--- src/rtl/dvl_pkg.sv ---
package dvl_pkg;

    typedef enum logic [2:0] {
        ST_IDLE,
        ST_SHIFT_V1,
        ST_LAUNCH,
        ST_CAPTURE,
        ST_SHIFT_OUT,
        ST_DONE
    } seq_state_e;

    localparam logic [1:0] TM_STATIC = 2'b00;
    localparam logic [1:0] TM_SHIFT  = 2'b01;
    localparam logic [1:0] TM_FUNC   = 2'b10;

    function automatic logic mode_is_static(input logic [1:0] m);
        return (m != TM_SHIFT) && (m != TM_FUNC);
    endfunction

endpackage

--- src/rtl/dvl_scan_cell.sv ---
module dvl_scan_cell (
    input  logic clk,
    input  logic rst_n,
    input  logic se_i,
    input  logic en_i,
    input  logic si_i,
    input  logic d_i,
    output logic q_o
);

    always_ff @(posedge clk or negedge rst_n) begin
        if (!rst_n)
            q_o <= 1'b0;
        else if (en_i)
            q_o <= se_i ? si_i : d_i;
    end

    // serial path, functional path, hold
    p_serial_r1: assert property (@(posedge clk) disable iff (!rst_n)
        (en_i && se_i) |=> (q_o == $past(si_i)));
    p_func_r1: assert property (@(posedge clk) disable iff (!rst_n)
        (en_i && !se_i) |=> (q_o == $past(d_i)));
    p_hold_r1: assert property (@(posedge clk) disable iff (!rst_n)
        !en_i |=> $stable(q_o));

endmodule

--- src/rtl/dvl_scan_chain.sv ---
module dvl_scan_chain #(
    parameter int W = 4
) (
    input  logic         clk,
    input  logic         rst_n,
    input  logic         se_i,
    input  logic         en_launch_i,
    input  logic         en_cap_i,
    input  logic         scan_in_i,
    input  logic [W-1:0] up_func_i,
    input  logic [W-1:0] cut_out_i,
    output logic [W-1:0] cut_in_o,
    output logic         scan_out_o
);

    localparam int N = 2 * W;

    logic [N-1:0] cell_q;

    for (genvar k = 0; k < N; k++) begin : g_cell
        logic ser_in;
        logic fun_in;
        logic grp_en;
        if (k == 0) begin : g_head
            assign ser_in = scan_in_i;
        end else begin : g_body
            assign ser_in = cell_q[k-1];
        end
        if (k < W) begin : g_launch
            assign fun_in = up_func_i[k];
            assign grp_en = en_launch_i;
        end else begin : g_capture
            assign fun_in = cut_out_i[k-W];
            assign grp_en = en_cap_i;
        end
        dvl_scan_cell u_cell (
            .clk   (clk),
            .rst_n (rst_n),
            .se_i  (se_i),
            .en_i  (grp_en),
            .si_i  (ser_in),
            .d_i   (fun_in),
            .q_o   (cell_q[k])
        );
    end

    assign cut_in_o   = cell_q[W-1:0];
    assign scan_out_o = cell_q[N-1];

endmodule

--- src/rtl/dvl_sequencer.sv ---
module dvl_sequencer
    import dvl_pkg::*;
#(
    parameter int N = 8
) (
    input  logic       clk,
    input  logic       rst_n,
    input  logic       start_i,
    input  logic       reuse_i,
    input  logic [1:0] mode_i,
    output logic       se_o,
    output logic       en_launch_o,
    output logic       en_cap_o,
    output logic       rd_load_o,
    output logic       done_o
);

    localparam int CW = (N > 2) ? $clog2(N) : 1;

    seq_state_e     state_q, state_d;
    logic [CW-1:0]  cnt_q;
    logic [1:0]     mode_q;
    logic           last_shift;

    assign last_shift = (cnt_q == CW'(N - 1));

    always_comb begin
        state_d = state_q;
        unique case (state_q)
            ST_IDLE: begin
                if (start_i) begin
                    if (!reuse_i)                    state_d = ST_SHIFT_V1;
                    else if (mode_is_static(mode_i)) state_d = ST_CAPTURE;
                    else                             state_d = ST_LAUNCH;
                end
            end
            ST_SHIFT_V1: begin
                if (last_shift)
                    state_d = mode_is_static(mode_q) ? ST_CAPTURE : ST_LAUNCH;
            end
            ST_LAUNCH:    state_d = ST_CAPTURE;
            ST_CAPTURE:   state_d = ST_SHIFT_OUT;
            ST_SHIFT_OUT: if (last_shift) state_d = ST_DONE;
            ST_DONE:      state_d = ST_IDLE;
            default:      state_d = ST_IDLE;
        endcase
    end

    always_ff @(posedge clk or negedge rst_n) begin
        if (!rst_n) begin
            state_q <= ST_IDLE;
            cnt_q   <= '0;
            mode_q  <= TM_STATIC;
        end else begin
            state_q <= state_d;
            if (state_d != state_q)
                cnt_q <= '0;
            else if (state_q == ST_SHIFT_V1 || state_q == ST_SHIFT_OUT)
                cnt_q <= cnt_q + 1'b1;
            if (state_q == ST_IDLE && start_i)
                mode_q <= mode_i;
        end
    end

    always_comb begin
        se_o        = 1'b0;
        en_launch_o = 1'b0;
        en_cap_o    = 1'b0;
        rd_load_o   = 1'b0;
        done_o      = 1'b0;
        unique case (state_q)
            ST_IDLE: ;
            ST_SHIFT_V1, ST_SHIFT_OUT: begin
                se_o        = 1'b1;
                en_launch_o = 1'b1;
                en_cap_o    = 1'b1;
            end
            ST_LAUNCH: begin
                se_o        = (mode_q == TM_SHIFT);
                en_launch_o = 1'b1;
                en_cap_o    = (mode_q == TM_SHIFT);
            end
            ST_CAPTURE: begin
                en_cap_o  = 1'b1;
                rd_load_o = 1'b1;
            end
            ST_DONE: done_o = 1'b1;
            default: ;
        endcase
    end

    p_done_pulse_r10: assert property (@(posedge clk) disable iff (!rst_n)
        done_o |=> !done_o);
    p_done_to_idle_r11: assert property (@(posedge clk) disable iff (!rst_n)
        (state_q == ST_DONE) |=> (state_q == ST_IDLE));
    p_launch_capture_r6: assert property (@(posedge clk) disable iff (!rst_n)
        (state_q == ST_LAUNCH) |=> (state_q == ST_CAPTURE));
    p_capture_unload_r8: assert property (@(posedge clk) disable iff (!rst_n)
        (state_q == ST_CAPTURE) |=> (state_q == ST_SHIFT_OUT));
    p_static_skip_r7: assert property (@(posedge clk) disable iff (!rst_n)
        (state_q == ST_SHIFT_V1 && last_shift && mode_is_static(mode_q))
        |=> (state_q == ST_CAPTURE));
    p_shift_bound_r2: assert property (@(posedge clk) disable iff (!rst_n)
        (state_q == ST_SHIFT_V1 || state_q == ST_SHIFT_OUT) |-> (int'(cnt_q) < N));
    p_reuse_skip_r9: assert property (@(posedge clk) disable iff (!rst_n)
        (state_q == ST_IDLE && start_i && reuse_i) |=> (state_q != ST_SHIFT_V1));

endmodule

--- src/rtl/dvl_launcher.sv ---
module dvl_launcher #(
    parameter int W = 4
) (
    input  logic         clk,
    input  logic         rst_n,
    input  logic         start_i,
    input  logic         reuse_i,
    input  logic [1:0]   mode_i,
    input  logic         scan_in_i,
    output logic         scan_out_o,
    output logic         scan_en_o,
    output logic         done_o,
    input  logic [W-1:0] up_func_i,
    output logic [W-1:0] cut_in_o,
    input  logic [W-1:0] cut_out_i,
    output logic [W-1:0] resp_o
);

    localparam int N = 2 * W;

    logic se, en_launch, en_cap, rd_load;

    dvl_sequencer #(.N(N)) u_seq (
        .clk         (clk),
        .rst_n       (rst_n),
        .start_i     (start_i),
        .reuse_i     (reuse_i),
        .mode_i      (mode_i),
        .se_o        (se),
        .en_launch_o (en_launch),
        .en_cap_o    (en_cap),
        .rd_load_o   (rd_load),
        .done_o      (done_o)
    );

    dvl_scan_chain #(.W(W)) u_chain (
        .clk         (clk),
        .rst_n       (rst_n),
        .se_i        (se),
        .en_launch_i (en_launch),
        .en_cap_i    (en_cap),
        .scan_in_i   (scan_in_i),
        .up_func_i   (up_func_i),
        .cut_out_i   (cut_out_i),
        .cut_in_o    (cut_in_o),
        .scan_out_o  (scan_out_o)
    );

    always_ff @(posedge clk or negedge rst_n) begin
        if (!rst_n)
            resp_o <= '0;
        else if (rd_load)
            resp_o <= cut_out_i;
    end

    assign scan_en_o = se;

    p_resp_load_r6: assert property (@(posedge clk) disable iff (!rst_n)
        rd_load |=> (resp_o == $past(cut_out_i)));
    p_resp_hold_r10: assert property (@(posedge clk) disable iff (!rst_n)
        !rd_load |=> $stable(resp_o));

endmodule

--- config.mk ---
export PLATFORM = sky130hd
export DESIGN_NAME = dvl_launcher
export DESIGN_NICKNAME = d
export VERILOG_FILES = /design/src/rtl/dvl_pkg.sv /design/src/rtl/dvl_scan_cell.sv /design/src/rtl/dvl_scan_chain.sv /design/src/rtl/dvl_sequencer.sv /design/src/rtl/dvl_launcher.sv
export SDC_FILE = /design/constraint.sdc
export NUM_CORES = 1
export LEC_CHECK = 0
export ABC_AREA = 1
export CORE_UTILIZATION = 50
export DETAILED_ROUTE_END_ITERATION = 10
export DONT_BUFFER_PORTS = 1
export PLACE_DENSITY = 0.68
export SLEW_MARGIN = 0
export SYNTH_ARGS = -nofsm -noshare
export SYNTH_HDL_FRONTEND = slang
export SYNTH_SLANG_ARGS = --single-unit
--- constraint.sdc ---
create_clock -name clk -period 1.5 [get_ports clk]
set_input_delay 0.3 -clock clk [delete_from_list [all_inputs] [get_ports clk]]
set_output_delay 0.3 -clock clk [all_outputs]
set_load 0.01 [all_outputs]
Word level (Yosys, flattened, before mapping)
Index checks and enable logic that the tools add are counted.
{"block": "classes", "add_sub_neg": 1, "n_mul": 0, "n_div": 0, "magnitude_cmp": 0, "eq_ne": 12, "shift": 0, "n_mux": 22, "n_bitwise": 0, "reduce_logical": 9}
{"operator": "$mux W3", "count": 6}
{"operator": "$pmux W3 S5", "count": 1}
{"operator": "$mux W1", "count": 13}
{"operator": "$eq A3 B3 Y1 const B", "count": 3}
{"operator": "$eq A3 B2 Y1 const B", "count": 2}
{"operator": "$reduce_or A3 Y1", "count": 2}
{"operator": "$ne A2 B1 Y1 const B", "count": 2}
{"operator": "$ne A2 B2 Y1 const B", "count": 2}
{"operator": "$pmux W1 S2", "count": 2}
{"operator": "$add A3 B1 Y3 const B", "count": 1}
{"operator": "$eq A3 B1 Y1 const B", "count": 1}
{"operator": "$logic_and A1 B1 Y1", "count": 3}
{"operator": "$logic_not A3 Y1", "count": 1}
{"operator": "$ne A3 B3 Y1", "count": 1}
{"operator": "$eq A2 B1 Y1 const B", "count": 1}
{"operator": "$reduce_bool A2 Y1", "count": 1}
{"operator": "$reduce_or A2 Y1", "count": 1}
{"operator": "$logic_or A1 B1 Y1", "count": 1}
{"block": "totals", "register_bits": 20, "latch_bits": 0, "mem_bits_rw": 0, "mem_bits_ro": 0, "in_bits": 15, "out_inout_bits": 11, "elab_cells": 56, "n_memories": 0}

Logic depth before layout (Yosys ltp)
Gate-level depths: netlist of run 1.
{"block": "logic_depth", "depth_word": 8, "ltp_mapped": 10, "mapped_depth_nobuf": 10}

Cells and area by module
From an unflattened synthesis of run 1, not the netlist that was laid out.
{"block": "unflattened", "hier_cells": 180, "hier_area_um2": 1217.4}
{"mod": "dvl_sequencer", "n_inst": 1, "cells_each": 79, "area_per_inst_um2": 558.0, "seq_area_each_um2": 200.2}
{"mod": "dvl_scan_cell", "n_inst": 8, "cells_each": 10, "area_per_inst_um2": 60.1, "seq_area_each_um2": 25.0}
{"mod": "dvl_launcher", "n_inst": 1, "cells_each": 17, "area_per_inst_um2": 148.9, "seq_area_each_um2": 100.1}
{"mod": "dvl_scan_chain", "n_inst": 1, "cells_each": 4, "area_per_inst_um2": 30.0, "seq_area_each_um2": 0.0}

Worst setup path before layout of run 1
Ideal clock, no wire load.
{"block": "synth_timing", "kind": "register -> register", "from": "register u_seq.cnt_q[0]", "to": "register u_seq.state_q[0]", "setup_ps": 127, "arrival_time_ps": 1258, "required_time_ps": 1373, "slack_ps": 115, "stages_incl_launch_ff": 8, "n_path_buf": 0, "period_less_slack_ps": 1385, "cell_sequence": "dfrtp_1 ha_1 ha_1 nand2_1 nand2_1 nand2_1 nand3_1 or2_2"}
{"block": "synth_between", "elab_chain_cells": 3, "word_cells_on_any_way": 4, "classes_between": "eq/ne (1); mux (3)"}
{"element": "start, declared", "line": "dvl_sequencer.sv:21", "rtl": "logic [CW-1:0] cnt_q;"}
{"element": "start signal, assigned", "line": "dvl_sequencer.sv:59", "rtl": "cnt_q <= cnt_q + 1'b1;"}
{"element": "$eq A3 B3 Y1 (*)", "line": "dvl_sequencer.sv:25", "rtl": "assign last_shift = (cnt_q == CW'(N - 1));"}
{"element": "$mux W3 (on tied branches)", "line": "dvl_sequencer.sv:43, dvl_sequencer.sv:38"}
{"element": "$pmux W3 S5 (*)", "line": "dvl_sequencer.sv:29", "rtl": "unique case (state_q)"}
{"element": "via u_seq.state_d[0]", "line": "dvl_sequencer.sv:20", "rtl": "seq_state_e state_q, state_d;"}
{"element": "end signal, assigned", "line": "dvl_sequencer.sv:55", "rtl": "state_q <= state_d;"}
{"element": "end, declared", "line": "dvl_sequencer.sv:20"}
Mark *: on every way through the listed nets, which the timed path passes. The rest lies on a longest branch.
A chain may end at the register's enable or synchronous reset.

Worst setup path after layout of run 1
{"block": "layout_timing", "from": "register u_seq.state_q[2]", "to": "output scan_en_o"}
{"block": "layout_between", "elab_chain_cells": 3, "word_cells_on_any_way": 5, "classes_between": "eq/ne (3); mux (1); reduce/logical (1)"}
{"element": "$eq A3 B3 Y1 or $eq A3 B1 Y1 (tied branches)", "line": "dvl_sequencer.sv:71", "rtl": "unique case (state_q)"}
{"element": "$reduce_or A2 Y1"}
{"element": "$pmux W1 S2 (*)", "line": "dvl_sequencer.sv:71"}
{"element": "end, declared", "line": "dvl_launcher.sv:11", "rtl": "output logic scan_en_o,"}
Mark *: on every way between the ends. The rest lies on a longest branch, timed or not.

==> flow_summary.toml, run 1 <==
[outcome]
status = "finished with violations"
violations = "negative setup slack"

[setup_path]
crit_fanout = 6
crit_type = "reg2out"
crit_arrival_ns = 1.23
crit_family = "flip-flops"
worst_path_max_delay_cell = "dfrtp_2"
max_stage_delay_ns = 0.48
path_cells = "inv_4 > nand3_2 > nand2_4 > inv_8 > nand2_8"
worst_ep_required_time_ns = 1.20
cp-start-kind = "flip-flop"
crit_path_end_kind = "output pin"
path_buf_inv = 2

[cts]
cts_tree = "yes"
cts.sinks = 20
h-tree-depth = 1
cts_root_buf = "clkbuf_4"
cts_inserted_buffers = 3
clkLatencyLatePin_ns = 0.31
clock_path_buffers = 2
path_clk_slew_ns = 0.11

[final_layout]
num-nets-final = 172
final_common_cell = "nand2_1"
post-route-util = 0.666
final_cells = 179
drive_above_1_share = 0.342
antenna_cells = 0
final_cell_mix = "nand2_1 (38), dfrtp_1 (17), nor2_1 (13), buf_4 (13)"
area_delta_synth_final_pct = 19.5

[timing]
worst_slack_ns = -0.0269
setup_violations = 1
rsz0062_at_grt = "true"
whs_ns = 0.101
slew_violations = 0
timing.fmax_mhz = 655
clock_skew_ns = 0.00247
tightest_slew_ns = 0.936
max_slew_margin = 0.374
fin_crit_sh = 1.02
setup_tns_ns = -0.0269
hold_viol_final = 0
period_needed_ns = 1.53

[grt]
use_met1 = 0.257
grt_pass1_vias = 950
grt_busiest_layer = "met2"
antenna_found_initial = 0
grt_max_degree = 21
grt_use_total = 0.206
grt_overflow = 0
use_met2 = 0.340
use_met3 = 0.0432
grt_pass1_wl_um = 3850

[worst_hold_path]
hold_class = "in2reg"

[die]
die_h_um = 49.7
rows = 16
dieArea_mm2 = 0.00247
core_area_mm2 = 0.00204
start_util = 0.558
ioPinCount = 26
die_w_um = 49.7

[power]
p_comb_frac = 0.526
internal_power_mw = 1.78
switchingPower_mw = 1.40
power_per_cell_area_mw_per_mm2 = 2340
pwr-share-clk = 0.139
swShare = 0.440
power.static_leakage_nw = 0.686
seqPwrFrac = 0.335
peakVddDrop_v = 0.00126

[detailed_routing]
drt_wl_total_um = 2480
drtAntennaViolNets = 0
wl_per_cell_um = 13.9
dr.pass1.iters = 4
detail_route.iter0.violations = 26
remaining_drc_errors = 0
avgViaCountPerCell = 5.33
vias = 954

[logic_synthesis]
seq_area_frac_synth = 0.440
syn_area_mm2 = 0.00114
ys_ff_latch = 20
avgSynthCellArea_um2 = 8.19
synth_nets = 158
synth_cell_type_count = 26
synthCells = 139
yosys_warnings = 0

[place]
gp_congestion = 0.814
portBuffers = 0
post-place-ws_ns = 0.00363
dp.cells = 164
hpwlAfterDp_um = 1580

[job]
drv_cap = 0
-- path summary, 6_finish.rpt --
path	endpoint	slack [ns]	cells after the start	start
worst max register to register	u_seq.cnt_q[2]	0.02	9	u_seq.cnt_q[1]
min in group asynchronous	u_chain.g_cell[2].u_cell.q_o	0.57	1	rst_n
max in group asynchronous	u_seq.state_q[0]	0.30	1	rst_n
worst min register to register	u_chain.g_cell[4].u_cell.q_o	0.51	2	u_chain.g_cell[4].u_cell.q_o
worst min-delay path	resp_o[2]	0.10	2	cut_out_i[2]
worst max-delay path	scan_en_o	-0.03	5	u_seq.state_q[2]
-- Yosys cell counts --
| library cell | instances | share of area |
|---|---|---|
| inv_2 | 3 | 0.0099 |
| nand2_1 | 44 | 0.15 |
| o22ai_2 | 2 | 0.022 |
| o21ai_0 | 3 | 0.013 |
| inv_1 | 9 | 0.030 |
| buf_4 | 4 | 0.026 |
| inv_8 | 1 | 0.0099 |
| ha_1 | 4 | 0.044 |
| nand3_1 | 10 | 0.044 |
| nand2_4 | 2 | 0.020 |
| a21oi_2 | 2 | 0.015 |
| nor2_1 | 14 | 0.046 |
| nor2_2 | 1 | 0.0055 |
| buf_8 | 1 | 0.013 |
| o21bai_1 | 1 | 0.0066 |
| nand3_2 | 1 | 0.0088 |
| nor2_4 | 1 | 0.0099 |
| a21oi_1 | 3 | 0.013 |
| o21ai_1 | 4 | 0.018 |
| or2_2 | 1 | 0.0055 |
| nor3_1 | 1 | 0.0044 |
| nand2_2 | 4 | 0.022 |
| xnor2_1 | 1 | 0.0077 |
| dfrtp_1 | 20 | 0.44 |
| o211ai_2 | 1 | 0.011 |
| buf_6 | 1 | 0.0099 |
-- layout make-up --
cell class | count | area (µm²)
inverters | 13 | 58.8
clock buffers | 3 | 22.5
multi-input cells | 101 | 603
fillers | 175 | 682
clock inverters | 1 | 30.0
well taps | 27 | 33.8
flip-flops and latches | 20 | 504
repair buffers | 14 | 108
-- timing repair --
item,CTS,global route
hold buffers,1,0
endpoints found under the hold margin,20,0
cloned,1,0
endpoints found under the setup margin,5,7
gates resized for setup,7,13
setup buffers,7,2
pin swaps,4,9
-- state kept, by name, indices dropped and copies added, names as in the netlist --
name                       cells
u_seq.state_q                  3
u_seq.mode_q                   2
u_chain.g_cell.u_cell.q_o      8
u_seq.cnt_q                    3
resp_o                         4
-- routing by layer --
| metal | up-vias | part of all wire |
|---|---|---|
| met5 | - | 0 |
| met4 | 0 | 0.014 |
| met3 | 5 | 0.055 |
| met2 | 31 | 0.50 |
| met1 | 453 | 0.43 |
| li1 | 465 | - |
-- power groups by stage --
stage | Sequential [mW] | Combinational, mW | Clock [mW]
finish | 1.07 | 1.67 | 0.441
global route | 1.09 | 1.87 | 0.466
CTS | 1.04 | 1.55 | 0.457
detailed placement | 1.05 | 1.32 | 0
global placement | 1.05 | 1.29 | 0
floorplan | 0.957 | 1.26 | 0
-- cell families (layout without fill, tap and decap cells) --
logic type | count (synthesis) | after routing | share of synthesized area
compound gates | 16 | 16 | 0.0989
xor+xnor | 1 | 1 | 0.00769
fa+ha+maj | 4 | 4 | 0.0440
buf+inv | 19 | 31 | 0.0989
flops | 20 | 20 | 0.440
simple gates | 79 | 80 | 0.311
-- metrics by stage --
| step | power, mW | area (µm²) |
|---|---|---|
| after CTS | 3.05 | 1300 |
| after global routing | 3.42 | 1360 |
| final | 3.18 | 1360 |
| after global placement | 2.34 | 1150 |
| after floorplan | 2.22 | 1140 |
| after detailed placement | 2.37 | 1150 |
(Power assumes the default switching activity.)
==> run 2, diff against run 1 <==
- CORE_UTILIZATION: 50 -> 55
- PLACE_DENSITY: 0.68 -> 0.73
==> run 2 against run 1 <==
- the flow still finishes with violations (negative setup slack)
- maximum frequency is 2.1% lower
- final area is 2.2% higher
- global-route usage is 0.99 points higher
- combinational power is 4% higher
- routed wire length is 0.44% lower
- via count is 0.52% lower
- hold slack better by 0.00081 ns
- non-clock buffer count is 3 higher
- setup slack worse by 0.033 ns
- sequential power hardly changed
- first-iteration DRC count is 50% lower
==> flow_summary.toml, run 2 (synthesized netlist as in run 1, its figures left out) <==
[timing]
timing.fmax_mhz = 641
setup_tns_ns = -0.0596
tightest_slew_ns = 0.952
rsz0062_at_grt = "true"
period_needed_ns = 1.56
hold_viol_final = 0
whs_ns = 0.102
slew_violations = 0
setup_violations = 1
max_slew_margin = 0.363
worst_slack_ns = -0.0596
fin_crit_sh = 1.04
clock_skew_ns = 0.00501

[setup_path]
worst-r2r-setup-slack_ns = 0.03
crit_type = "reg2out"
worst_path_max_delay_cell = "dfrtp_2"
crit_fanout = 7
worst_ep_required_time_ns = 1.20
path_cells = "nor2_4 > nand2_2 > nand2_4 > inv_8 > nand2_8"
crit_start = "u_seq.state_q[0]"
timing.rr.start = "u_seq.state_q[1]"
crit_path_end_kind = "output pin"
max_stage_delay_ns = 0.50
crit_arrival_ns = 1.26
cp-start-kind = "flip-flop"

[grt]
grt_use_total = 0.216
grt_pass1_wl_um = 3350
grt_overflow = 0
grt_pass1_vias = 820
antenna_found_initial = 0
grt_max_degree = 21

[cts]
cts_tree = "yes"
clkLatencyLatePin_ns = 0.30
h-tree-depth = 1
path_clk_slew_ns = 0.11
clock_path_buffers = 2
cts_root_buf = "clkbuf_4"
cts_inserted_buffers = 3
cts.sinks = 20

[detailed_routing]
remaining_drc_errors = 0
drtAntennaViolNets = 0
wl_per_cell_um = 13.6
dr.pass1.iters = 4
avgViaCountPerCell = 5.21
drt_wl_total_um = 2470
detail_route.iter0.violations = 13
vias = 949

[final_layout]
final_cell_mix = "nand2_1 (38), dfrtp_1 (17), buf_4 (16)"
num-nets-final = 175
post-route-util = 0.709
final_common_cell = "nand2_1"
top_regs = "u_chain.g_cell.u_cell.q_o (8), resp_o (4)"
drive_above_1_share = 0.374
largest_reg_flops = 8
fillers = 148
largest_register = "u_chain.g_cell.u_cell.q_o"
area_delta_synth_final_pct = 22.1
antenna_cells = 0

[die]
rows = 16
dieArea_mm2 = 0.00226
die_w_um = 47.5
ioPinCount = 26
start_util = 0.580
die_h_um = 47.5
core_area_mm2 = 0.00196

[place]
hpwlAfterDp_um = 1520
gp_congestion = 0.735
portBuffers = 0

[power]
power_per_cell_area_mw_per_mm2 = 2340
power.static_leakage_nw = 0.696
peakVddDrop_v = 0.00126
total_power_mw = 3.25

[worst_hold_path]
hold_class = "in2reg"
min_from = "mode_i[0]"

[outcome]
violations = "negative setup slack"
status = "finished with violations"

[job]
drv_cap = 0
## run 2: cell types whose count changed in the layout (fill, tap and decap cells not counted), sizes merged
cell	before	now
buf	13	16
## run 2: worst max-delay path, delay by kind of cell, from the launching register on
kind / cells / cell delay [ns]
flops: 1 / 0.50
simple gates: 4 / 0.40
buf+inv: 1 / 0.05
## run 2: layer usage
layer | up-vias | global-route usage | share of wire
met5 | - | 0 | 0
met4 | 0 | 0.103 | 0.016
met3 | 6 | 0.0491 | 0.037
met2 | 24 | 0.345 | 0.53
met1 | 446 | 0.276 | 0.42
li1 | 473 | - | -
## run 2: final timing paths
check	depth (start not counted)	end
min in group asynchronous	1	u_chain.g_cell[2].u_cell.q_o
hold / removal	2	u_seq.mode_q[0]
hold reg to reg	2	u_chain.g_cell[4].u_cell.q_o
max in group asynchronous	1	u_seq.state_q[1]
setup reg to reg	9	u_chain.g_cell[3].u_cell.q_o
setup / recovery	5	scan_en_o
## run 2: what timing repair did
item,4_1_cts,5_1_grt
endpoints found under the setup margin,3,6
resized for setup,8,16
setup buffers,5,7
pin swaps,3,9
hold endpoints to repair,20,0
hold buffers,1,0
cloned,1,0
## run 2: metrics by stage
step	cell area [µm²]	setup slack (ns)	instances
floorplan	1140	0.115	139
global placement	1150	0.0909	164
detailed placement	1150	0.00694	164
CTS	1280	-0.0198	175
global route	1390	-0.108	182
finish	1390	-0.0596	182
## run 2: area by class of cell
cell class / instances / area, µm² / area share
inverters: 13 / 61.3 / 0.0441
repair buffers: 17 / 130 / 0.0936
clock buffers: 3 / 22.5 / 0.0162
flip-flops and latches: 20 / 504 / 0.363
multi-input cells: 101 / 608 / 0.437
clock inverters: 1 / 30.0 / 0.0216
well taps: 27 / 33.8 / 0.0243
## run 2: where the power goes
| part | leakage [nW] | total (mW) | internal, mW | switching [mW] |
|---|---|---|---|---|
| sequential | 0.245 | 1.06 | 0.796 | 0.268 |
| combinational | 0.423 | 1.74 | 0.763 | 0.977 |
| clock | 0.0279 | 0.442 | 0.270 | 0.172 |
| total | 0.696 | 3.25 | 1.83 | 1.42 |
==> run 3, diff against run 2 <==
- CORE_ASPECT_RATIO: default -> 1.2
==> run 3 against run 2 <==
- the flow finishes with violations (design-rule violations, negative setup slack)
- total power down 12%
- utilization fell by 3.8 points
- die area is essentially flat
- register-to-register slack got worse by 0.03 ns
- final area is 8.6% lower
- clock-buffer cell count is the same
- clock power down 44%
- largest power group unchanged
==> flow_summary.toml, run 3 (synthesized netlist as in run 1, its figures left out) <==
[outcome]
status = "finished with violations"
violations = "design-rule violations, negative setup slack"

[place]
hpwlAfterDp_um = 1640
portBuffers = 0
gp_congestion = 0.772

[job]
drv_cap = 0

[setup_path]
crit_fanout = 7
crit_type = "reg2out"
worst_ep_required_time_ns = 1.20
crit_arrival_ns = 1.23
cp-start-kind = "flip-flop"
crit_path_end_kind = "output pin"

[final_layout]
top_regs = "u_chain.g_cell.u_cell.q_o (8), resp_o (4)"
final_cell_mix = "nand2_1 (42), dfrtp_1 (17), nor2_1 (13)"
final_common_cell = "nand2_1"
area_delta_synth_final_pct = 11.5
largest_reg_flops = 8
antenna_cells = 0
fillers = 160
post-route-util = 0.671
num-nets-final = 168
largest_register = "u_chain.g_cell.u_cell.q_o"
drive_above_1_share = 0.293

[timing]
hold_viol_final = 0
timing.fmax_mhz = 655
tightest_slew_ns = 0.904
fin_crit_sh = 1.02
setup_violations = 2
slew_violations = 0
clock_skew_ns = 0.00629
period_needed_ns = 1.53
rsz0062_at_grt = "true"
max_slew_margin = 0.395
worst_slack_ns = -0.0264

[detailed_routing]
drtAntennaViolNets = 0
dr.pass1.iters = 7
remaining_drc_errors = 8
vias = 951
detail_route.iter0.violations = 20
avgViaCountPerCell = 5.73
wl_per_cell_um = 14.3
drt_wl_total_um = 2370

[cts]
clkLatencyLatePin_ns = 0.30
cts_tree = "yes"
path_clk_slew_ns = 0.11
cts.sinks = 20
cts_inserted_buffers = 3
cts_root_buf = "clkbuf_4"
h-tree-depth = 1
clock_path_buffers = 2

[worst_hold_path]
hold_class = "in2reg"

[grt]
grt_pass1_vias = 978
grt_max_degree = 21
grt_pass1_wl_um = 3970
antenna_found_initial = 0
grt_use_total = 0.240
grt_overflow = 0

[die]
core_area_mm2 = 0.00189
ioPinCount = 26
start_util = 0.601
die_h_um = 51.8
die_w_um = 43.5
rows = 17
dieArea_mm2 = 0.00226

[power]
total_power_mw = 2.87
peakVddDrop_v = 0.00115
power_per_cell_area_mw_per_mm2 = 2260
power.static_leakage_nw = 0.650
## run 3: cell types whose count changed in the layout (fill, tap and decap cells not counted), sizes merged
cell    previous run  this run
buf               16         9
bufinv             1         0
## run 3: repair_timing
action	4_1_cts	5_1_grt
pin swaps	7	7
hold buffers	1	0
gates cloned	1	0
endpoints found under the hold margin	20	0
gates resized for setup	8	7
setup buffers	5	0
setup endpoints to repair	6	8
## run 3: critical path: stages, from the launching register on
cell and delay [ns]:
dfrtp_2 0.47, nor3_2 0.21, nand2_2 0.13, nand2_8 0.12
## run 3: final cells by class
| class | instances | area, µm² | area share |
|---|---|---|---|
| inverters | 13 | 58.8 | 0.0463 |
| multi-input cells | 101 | 583 | 0.459 |
| well taps | 19 | 23.8 | 0.0187 |
| flip-flops and latches | 20 | 504 | 0.397 |
| repair buffers | 10 | 77.6 | 0.0611 |
| clock buffers | 3 | 22.5 | 0.0177 |
## run 3: where the power goes
part | leakage [nW] | switching, mW | total, mW | internal, mW
sequential | 0.245 | 0.259 | 1.06 | 0.797
clock | 0.0138 | 0.154 | 0.247 | 0.0936
combinational | 0.391 | 0.924 | 1.56 | 0.638
total | 0.650 | 1.34 | 2.87 | 1.53
## run 3: layer usage
| metal | wire length (µm) | vias up | GRT usage |
|---|---|---|---|
| li1 | - | 453 | - |
| met1 | 953 | 457 | 0.297 |
| met2 | 1200 | 35 | 0.399 |
| met3 | 170 | 6 | 0.0451 |
| met4 | 51 | 0 | 0.115 |
| met5 | 0 | - | 0 |
## run 3: path summary, 6_finish.rpt
kind / slack, ns / end / start / cells after the start
min in group asynchronous: 0.57 / u_seq.state_q[0] / rst_n / 1
min reg2reg: 0.50 / u_chain.g_cell[4].u_cell.q_o / u_chain.g_cell[4].u_cell.q_o / 2
max reg2reg: 0 / u_seq.cnt_q[0] / u_seq.cnt_q[0] / 9
max: -0.03 / scan_en_o / u_seq.state_q[0] / 3
max in group asynchronous: 0.33 / u_seq.state_q[1] / rst_n / 1
min: 0.10 / u_seq.mode_q[0] / mode_i[0] / 2
## run 3: through the flow
stage / instances / cell area [µm²] / setup WS (ns) / setup TNS [ns] / hold slack (ns)
2_1_floorplan: 139 / 1140 / 0.115 / 0 / 0.00441
6_report: 166 / 1270 / -0.0264 / -0.0272 / 0.105
4_1_cts: 166 / 1250 / -0.0271 / -0.0271 / 0.102
3_5_place_dp: 156 / 1140 / -0.0720 / -0.188 / 0.00478
5_1_grt: 166 / 1270 / -0.0954 / -0.292 / 0.115
3_3_place_gp: 156 / 1140 / -0.00000844 / -0.00000844 / 0.00484
